## src/rtl/adc_seq.sv

```systemverilog
module adc_seq #(
  parameter int DW = 8
) (
  input  logic            clk,
  input  logic            rst_n,
  input  logic [2:0]      mode,
  input  logic [1:0]      fix_ch,
  input  logic [1:0]      pair_ch,
  input  logic [3:0]      scan_mask,
  input  logic            start,
  input  logic            run,
  input  logic            irq_en,
  input  logic            group_irq_sel,
  input  logic            irq_clr,
  output logic            conv_start,
  output logic [1:0]      conv_ch,
  input  logic            conv_done,
  input  logic [DW-1:0]   conv_data,
  output logic [4*DW-1:0] res,
  output logic            busy,
  output logic            irq
);
  localparam int NCH = 4;
  localparam int CW  = $clog2(NCH);

  localparam logic [2:0] M_FSGL  = 3'd0;
  localparam logic [2:0] M_FCONT = 3'd1;
  localparam logic [2:0] M_SSGL  = 3'd2;
  localparam logic [2:0] M_SCONT = 3'd3;
  localparam logic [2:0] M_PAIR  = 3'd4;
  localparam logic [2:0] M_STEP  = 3'd5;

  function automatic logic [CW:0] first_at(input logic [NCH-1:0] m, input logic [CW-1:0] from);
    logic [CW:0] r;
    r = '0;
    for (int i = NCH-1; i >= 0; i--)
      if (m[i] && i >= int'(from)) r = {1'b1, CW'(i)};
    return r;
  endfunction

  logic [2:0]     md_q;
  logic [NCH-1:0] msk_q;
  logic [CW-1:0]  a_q, b_q, slot_q, ptr_q;
  logic           pend_q;
  logic [DW-1:0]  rg [NCH];

  logic [CW:0] pick0, pickp, nh, low;
  assign pick0 = first_at(scan_mask, '0);
  assign pickp = first_at(scan_mask, ptr_q);
  assign low   = first_at(msk_q, '0);
  assign nh    = (conv_ch == CW'(NCH-1)) ? '0 : first_at(msk_q, conv_ch + CW'(1));

  logic          go_ok;
  logic [CW-1:0] go_ch;
  always_comb begin
    go_ok = 1'b0;
    go_ch = fix_ch;
    case (mode)
      M_FSGL, M_FCONT, M_PAIR: go_ok = 1'b1;
      M_SSGL, M_SCONT: begin
        go_ok = pick0[CW];
        go_ch = pick0[CW-1:0];
      end
      M_STEP: begin
        go_ok = pick0[CW];
        go_ch = pickp[CW] ? pickp[CW-1:0] : pick0[CW-1:0];
      end
      default: go_ok = 1'b0;
    endcase
  end

  logic          set_ev, more;
  logic [CW-1:0] dest, nch;
  always_comb begin
    dest   = conv_ch;
    set_ev = 1'b0;
    more   = 1'b0;
    nch    = conv_ch;
    case (md_q)
      M_FSGL: set_ev = 1'b1;
      M_FCONT: begin
        dest   = slot_q;
        set_ev = group_irq_sel && (slot_q == CW'(NCH-1));
        more   = run;
      end
      M_SSGL: begin
        if (nh[CW]) begin
          more = 1'b1;
          nch  = nh[CW-1:0];
        end else set_ev = 1'b1;
      end
      M_SCONT: begin
        more = run;
        if (nh[CW]) nch = nh[CW-1:0];
        else begin
          set_ev = 1'b1;
          nch    = low[CW-1:0];
        end
      end
      M_PAIR: begin
        dest   = slot_q;
        set_ev = (slot_q == CW'(NCH-1));
        more   = run;
        nch    = slot_q[0] ? a_q : b_q;
      end
      M_STEP: set_ev = 1'b1;
      default: set_ev = 1'b0;
    endcase
  end

  wire fin = busy && conv_done;

  always_ff @(posedge clk or negedge rst_n) begin
    if (!rst_n) begin
      busy       <= 1'b0;
      conv_start <= 1'b0;
      conv_ch    <= '0;
      md_q       <= '0;
      msk_q      <= '0;
      a_q        <= '0;
      b_q        <= '0;
      slot_q     <= '0;
      ptr_q      <= '0;
      pend_q     <= 1'b0;
      for (int i = 0; i < NCH; i++) rg[i] <= '0;
    end else begin
      conv_start <= 1'b0;
      if (!busy && start && go_ok) begin
        busy       <= 1'b1;
        conv_start <= 1'b1;
        conv_ch    <= go_ch;
        md_q       <= mode;
        msk_q      <= scan_mask;
        a_q        <= fix_ch;
        b_q        <= pair_ch;
        slot_q     <= '0;
      end else if (fin) begin
        rg[dest] <= conv_data;
        slot_q   <= slot_q + CW'(1);
        if (md_q == M_STEP) ptr_q <= conv_ch + CW'(1);
        if (more) begin
          conv_start <= 1'b1;
          conv_ch    <= nch;
        end else busy <= 1'b0;
      end
      if (fin && set_ev) pend_q <= 1'b1;
      else if (irq_clr)  pend_q <= 1'b0;
    end
  end

  for (genvar g = 0; g < NCH; g++) begin : g_res
    assign res[g*DW +: DW] = rg[g];
  end

  assign irq = pend_q && irq_en;
endmodule


```

## config.mk

```make
export PLATFORM = sky130hd
export DESIGN_NAME = adc_seq
export DESIGN_NICKNAME = d
export VERILOG_FILES = /design/src/rtl/adc_seq.sv
export SDC_FILE = /design/constraint.sdc
export NUM_CORES = 1
export LEC_CHECK = 0
export BUFFER_PORTS_ARGS = -buffer_cell sky130_fd_sc_hd__buf_2
export CORE_MARGIN = 1
export CORE_UTILIZATION = 57
export DETAILED_ROUTE_END_ITERATION = 10
export PLACE_DENSITY = 0.82
export SYNTH_ARGS = -nofsm -noshare
export SYNTH_HDL_FRONTEND = slang
export SYNTH_SLANG_ARGS = --single-unit
```

## constraint.sdc

```tcl
create_clock -name clk -period 5.2 [get_ports clk]
set_clock_uncertainty 0.15 [all_clocks]
set_input_delay 0.78 -clock clk [delete_from_list [all_inputs] [get_ports clk]]
set_output_delay 0.78 -clock clk [all_outputs]
set_load 0.05 [all_outputs]
```

==> impl_metrics.yaml, run 1 <==
run_status:
  status: "finished, final reports clean"
power_and_ir_drop:
  p_leak_nw: 1.42
  ir_drop_uv: 557
  p_per_area_mw_per_mm2: 717
worst_hold_path:
  hp-class: "flip-flop to flip-flop"
setup_path:
  crit_family: "compound AO/OA/AOI/OAI gates"
  critPathBufInv: 1
  critPathLaunchType: "flip-flop"
  path_cells: "inv_1 -> ha_1 -> nand2_1 -> a41o_1 -> a221oi_2 -> nor4b_2 -> a311oi_1"
  cp-end-kind: "flip-flop"
  critPathSlowestCell: "dfrtp_1"
  critical_path.max_stage_delay_ps: 500
  arrival_ps: 2330
  path_class: "flip-flop to flip-flop"
  rrSetupSlack_ps: 2880
  required_ps: 5210
  critPathMaxFanout: 8
global_route:
  top_usage_layer: "met2"
  gr-usage-met1: 0.327
  gr-usage-met2: 0.407
  grt_use_total: 0.248
  antenna_found_initial: 0
  grt_pass1_vias: 2002
  grt_max_degree: 53
  grt_overflow: 0
  grt_first_pass_wirelength_um: 9380
  met3_usage: 0.0523
yosys:
  ys_seq_area_frac: 0.497
  synth_top_area_frac: 0.497
  synth_nets: 272
  synth_edf_count: 0
  synthDistinctLibCells: 45
  synth-main-ff-cell: "dfrtp_1"
  ys_warn_count: 0
  synthTopCellsByArea: "dfrtp_1 50%, mux2_2 14%, nand2_1 6.0%"
  ys_async_sr_fraction: 1.00
  syn_area_mm2: 0.00262
  yosys.area.top_type: "dfrtp_1"
  synthCells: 241
  synth-seq-cells: 52
  netlist_top_cells_count: "52 x dfrtp_1, 42 x nand2_1, 33 x mux2_2"
  avgSynthCellArea_um2: 10.9
  synth_most_common_cell: "dfrtp_1"
final_layout:
  utilization: 0.693
  diodes: 0
  multiInputGateArea_mm2: 0.00124
  area_delta_synth_final_pct: 16.1
  drive_above_1_share: 0.382
  num-fill-cells: 323
  regArea_mm2: 0.00130
  fin_cells: 356
  fin_nets: 334
clock_network:
  clock_path_buffers: 2
  cts_buffers: 5
  cts_tree: "done"
  htree_levels: 2
  numClockSinks: 52
  postCtsSetupBuffers: 0
  clkTransAtPathRegs_ps: 90
  clock-root-buffer: "clkbuf_8"
  hold_buffers: 0
  clock_latency_ps: 310
  ctsResizeCount: 0
routing:
  antenna_left: 0
  first_iter_violations: 178
  via_per_inst: 5.75
  avgRoutedWirePerCell_um: 15.5
  route.detailed.drc: 0
  vias: 2047
  totalWireLength_um: 5530
  firstDrtPassIters: 6
placement:
  gp_congestion: 0.832
  place_inst: 348
  dp_hpwl_um: 4190
  placement.io_buffers: 63
sta:
  setup_tns_ps: 0
  worstMarginPinSlew_ps: 632
  fmaxAchievable_ghz: 0.431
  rsz0062_at_grt: "no"
  finalCriticalPeriod_ps: 2320
  slew_headroom: 0.579
  hold_violations: 0
  setup_violations: 0
  maxSlewViolCount: 0
  period_share: 0.446
floorplan:
  fp.dieH_um: 69.8
  start_util: 0.597
  die_x_um: 69.8
  die_area_mm2: 0.00487
  row_count: 24
  core_mm2: 0.00438
  ios: 64
flow_run:
  drv_cap: 0
-- per-stage QoR --
| step | power [mW] | area, um^2 | setup WS (ps) | hold WS, ps |
|---|---|---|---|---|
| after floorplan | 1.69 | 2620 | 2840 | 290 |
| after global placement | 1.92 | 2950 | 2790 | 307 |
| after detailed placement | 1.96 | 2950 | 2760 | 324 |
| after CTS | 2.19 | 3040 | 2890 | 343 |
| after global routing | 2.31 | 3040 | 2720 | 357 |
| final | 2.18 | 3040 | 2880 | 346 |
-- layout make-up --
cell class                      count  area share
Tap cell                           52      0.0214
Clock inverter                      2     0.00535
Timing Repair Buffer               64       0.106
Multi-Input combinational cell    174       0.407
Clock buffer                        6      0.0239
Sequential cell                    52       0.428
Inverter                            6     0.00741
-- kinds of logic after synthesis --
| group | share of synthesized area |
|---|---|
| xor gates and xnor gates | 0.00956 |
| DFF | 0.497 |
| and+or+nand+nor | 0.169 |
| buffers and inverters | 0.0301 |
| AOI/OAI and AO/OA | 0.130 |
| muxes | 0.146 |
| adders and majority gates | 0.0191 |
-- report_power, final --
part	leakage [nW]	internal, mW	switching, mW
combinational	0.740	0.373	0.824
sequential	0.641	0.596	0.160
clock	0.0414	0.0959	0.131
-- registers in the layout, summed over array words and instances (netlist names) --
register	count
msk_q	4
ptr_q	2
conv_ch	2
md_q	3
conv_start	1
a_q	2
slot_q	2
b_q	2
pend_q	1
busy	1
res	32
-- placed cells by master, fill, tap and decap left out, types with 2 or more instances in the layout --
cell / instances
buf_2: 63
dfrtp_1: 52
nand2_1: 42
mux2_2: 33
o21ai_0: 17
a21oi_1: 9
nor2_1: 8
inv_1: 6
o211ai_1: 6
nand2b_1: 5
nor2b_1: 5
clkbuf_8: 5
nand3_1: 4
nor3_1: 4
ha_1: 4
a21oi_4: 3
a41o_1: 2
nor3b_1: 2
and3_1: 2
a31oi_1: 2
or3_4: 2
nand3b_1: 2
a221oi_1: 2
-- final timing paths --
check	end	start	cells past startpoint
worst min-delay path	a_q[0]	a_q[0]	2
worst min register to register	a_q[0]	a_q[0]	2
max in group asynchronous	md_q[1]	rst_n	2
worst max-delay path	conv_ch[0]	conv_ch[0]	7
worst max register to register	conv_ch[0]	conv_ch[0]	7
min in group asynchronous	res[29]	rst_n	2
-- tightest hold or removal path, cell delays in order, from the launching register on --
cell     delay, ps
dfrtp_1        350
nand2_1         50
nand2_1         60
-- per-layer routing --
metal  up-vias  wire, um
met5         -         0
met4         0        96
met3         9       289
met2        50      2720
met1      1006      2420
li1        982         -
Note: power is estimated with default switching activity, not from simulation.
==> inputs of run 2 (changes only) <==
--- a/config.mk
+++ b/config.mk
@@ -5,11 +5,12 @@
 export SDC_FILE = /design/constraint.sdc
 export NUM_CORES = 1
 export LEC_CHECK = 0
+export ABC_AREA = 1
 export BUFFER_PORTS_ARGS = -buffer_cell sky130_fd_sc_hd__buf_2
 export CORE_MARGIN = 1
-export CORE_UTILIZATION = 57
+export CORE_UTILIZATION = 48
 export DETAILED_ROUTE_END_ITERATION = 10
-export PLACE_DENSITY = 0.82
+export PLACE_DENSITY = 0.73
 export SYNTH_ARGS = -nofsm -noshare
 export SYNTH_HDL_FRONTEND = slang
 export SYNTH_SLANG_ARGS = --single-unit
==> constraint.sdc (replaced) <==
create_clock -name clk -period 1.9 [get_ports clk]
set_clock_uncertainty 0.15 [all_clocks]
set_input_delay 0.285 -clock clk [delete_from_list [all_inputs] [get_ports clk]]
set_output_delay 0.285 -clock clk [all_outputs]
set_load 0.05 [all_outputs]
==> impl_metrics.yaml, run 2 <==
run_status:
  status: "finished, final reports clean"
yosys:
  ys_seq_area_frac: 0.475
  ys_warn_count: 0
  synth-seq-cells: 52
  avgSynthCellArea_um2: 8.84
  synthDistinctLibCells: 33
  ys_async_sr_fraction: 1.00
  synth_nets: 341
  yosys.area.top_type: "dfrtp_1"
  synth-main-ff-cell: "dfrtp_1"
  synthTopCellsByArea: "dfrtp_1 48%, nand2_1 12%, o21ai_2 10%"
  synth_edf_count: 0
  synth_top_area_frac: 0.475
  synthCells: 310
  netlist_top_cells_count: "88 x nand2_1, 52 x dfrtp_1, 32 x o21ai_2"
  synth_most_common_cell: "nand2_1"
  syn_area_mm2: 0.00274
sta:
  rsz0062_at_grt: "yes"
  worstMarginPinSlew_ps: 410
  slew_headroom: 0.727
  fmaxAchievable_ghz: 0.552
  setup_violations: 0
  maxSlewViolCount: 0
  hold_violations: 0
  fin_ws_ps: 88.8
  period_share: 0.953
  finalCriticalPeriod_ps: 1810
setup_path:
  reg2reg_depth: 9
  path_class: "flip-flop to flip-flop"
  rrSetupSlack_ps: 90
  critPathLaunchType: "flip-flop"
  r2r-start: "md_q[0]"
  worstReg2RegEnd: "res[7]"
  required_ps: 1940
  cp-end-kind: "flip-flop"
  critPathMaxFanout: 8
  arrival_ps: 1860
global_route:
  grt_use_total: 0.207
  grt_max_degree: 38
  grt_first_pass_wirelength_um: 9820
  grt_overflow: 0
  antenna_found_initial: 0
  grt_pass1_vias: 2058
final_layout:
  area_delta_synth_final_pct: 24.7
  diodes: 0
  num-fill-cells: 496
  fin_cells: 466
  layout_commonest_cell: "nand2_1"
  stdcell_area_mm2: 0.00342
  largest_register_ffs: 32
  final_cell_mix: "86 x nand2_1, 63 x buf_2, 49 x dfrtp_1"
  drive_above_1_share: 0.383
  fin_nets: 424
  utilization: 0.620
placement:
  dp_hpwl_um: 4310
  dpl_cell_area_mm2: 0.00313
  place_inst: 445
  placement.io_buffers: 63
  dp_slack_ps: 63.2
  gp_congestion: 0.893
floorplan:
  row_count: 27
  ios: 64
  fp.dieH_um: 77.5
  start_util: 0.497
  die_x_um: 77.5
  core_mm2: 0.00551
  die_area_mm2: 0.00601
routing:
  first_iter_violations: 179
  antenna_left: 0
  firstDrtPassIters: 4
  totalWireLength_um: 6360
  via_per_inst: 4.97
  avgRoutedWirePerCell_um: 13.6
  vias: 2317
  route.detailed.drc: 0
clock_network:
  cts_tree: "done"
  clock_latency_ps: 310
  htree_levels: 2
  clock-root-buffer: "clkbuf_8"
  cts_buffers: 5
  clock_path_buffers: 2
  clkTransAtPathRegs_ps: 90
  numClockSinks: 52
worst_hold_path:
  worstHoldStart: "pair_ch[1]"
  hold_depth: 3
  whs_endpoint: "b_q[1]"
  hp-class: "input pin to flip-flop"
power_and_ir_drop:
  p_seq_frac: 0.297
  combPwrFrac: 0.590
  p_per_area_mw_per_mm2: 2000
  ir_drop_uv: 1040
  power.total_mw: 6.83
  sw_frac_of_total: 0.528
  p_leak_nw: 1.75
  clkPwrFrac: 0.113
  p_int_mw: 3.23
  switching_power_mw: 3.60
flow_run:
  drv_cap: 0
## run 2: worst max-delay path by stage
stage,depth (start not counted),to,from
after floorplan,11,conv_ch[1],conv_ch[0]
after global routing,11,conv_ch[0],conv_ch[0]
after detailed placement,11,conv_ch[1],conv_ch[0]
final,9,res[7],md_q[0]
after global placement,8,res[29],md_q[0]
after CTS,9,res[20],md_q[0]
## run 2: logic make-up (layout without fill, tap and decap cells)
kind of cell,after synthesis,in the layout,share of synthesized area
compound gates,67,67,0.178
xor+xnor,1,1,0.00320
fa+ha+maj,4,4,0.0183
buf+inv,41,121,0.0749
flops,52,52,0.475
simple gates,145,149,0.251
## run 2: final cells by class
| cell class | count | area [um^2] | share of cell area |
|---|---|---|---|
| inverter | 35 | 139 | 0.0407 |
| sequential | 52 | 1310 | 0.382 |
| tap | 72 | 90.1 | 0.0264 |
| clock inverter | 2 | 38.8 | 0.0114 |
| multi-input combinational | 221 | 1330 | 0.388 |
| clock buffer | 6 | 72.6 | 0.0212 |
| timing repair buffer | 78 | 445 | 0.130 |
## run 2: repair_timing
item / 4_1_cts / 5_1_grt
endpoints found under the hold margin: 16 / 0
hold buffers: 2 / 0
buffers inserted: 0 / 7
setup endpoints to repair: 0 / 36
gates resized for setup: 0 / 12
## run 2: worst max-delay path: stages (launching register included)
cell and delay (ps):
dfrtp_2 480, nor2_4 130, nand2_2 90, nand2_4 150
o21ai_4 80, buf_4 150, inv_4 110, nand3_4 160
nand2_1 130, o21ai_2 60
## run 2: power groups by stage
stage	combinational, mW	sequential [mW]	clock, mW
detailed placement	3.60	2.02	0
global placement	3.53	2.00	0
finish	4.03	2.03	0.772
CTS	3.61	2.00	0.789
floorplan	1.75	3.13	0
global route	4.33	2.10	0.834
## run 2: stage by stage
| step | setup TNS, ps | hold slack [ps] |
|---|---|---|
| 2_1_floorplan | 0 | -161 |
| 3_3_place_gp | 0 | 83.0 |
| 3_5_place_dp | 0 | 86.5 |
| 4_1_cts | 0 | 12.4 |
| 5_1_grt | -19.9 | 9.06 |
| 6_report | 0 | 20.7 |
## run 2: metal layers
layer | GRT usage | vias up | wire [um]
li1 | - | 1176 | -
met1 | 0.298 | 1067 | 3070
met2 | 0.316 | 68 | 2950
met3 | 0.0341 | 6 | 275
met4 | 0.0679 | 0 | 59
met5 | 0 | - | 0
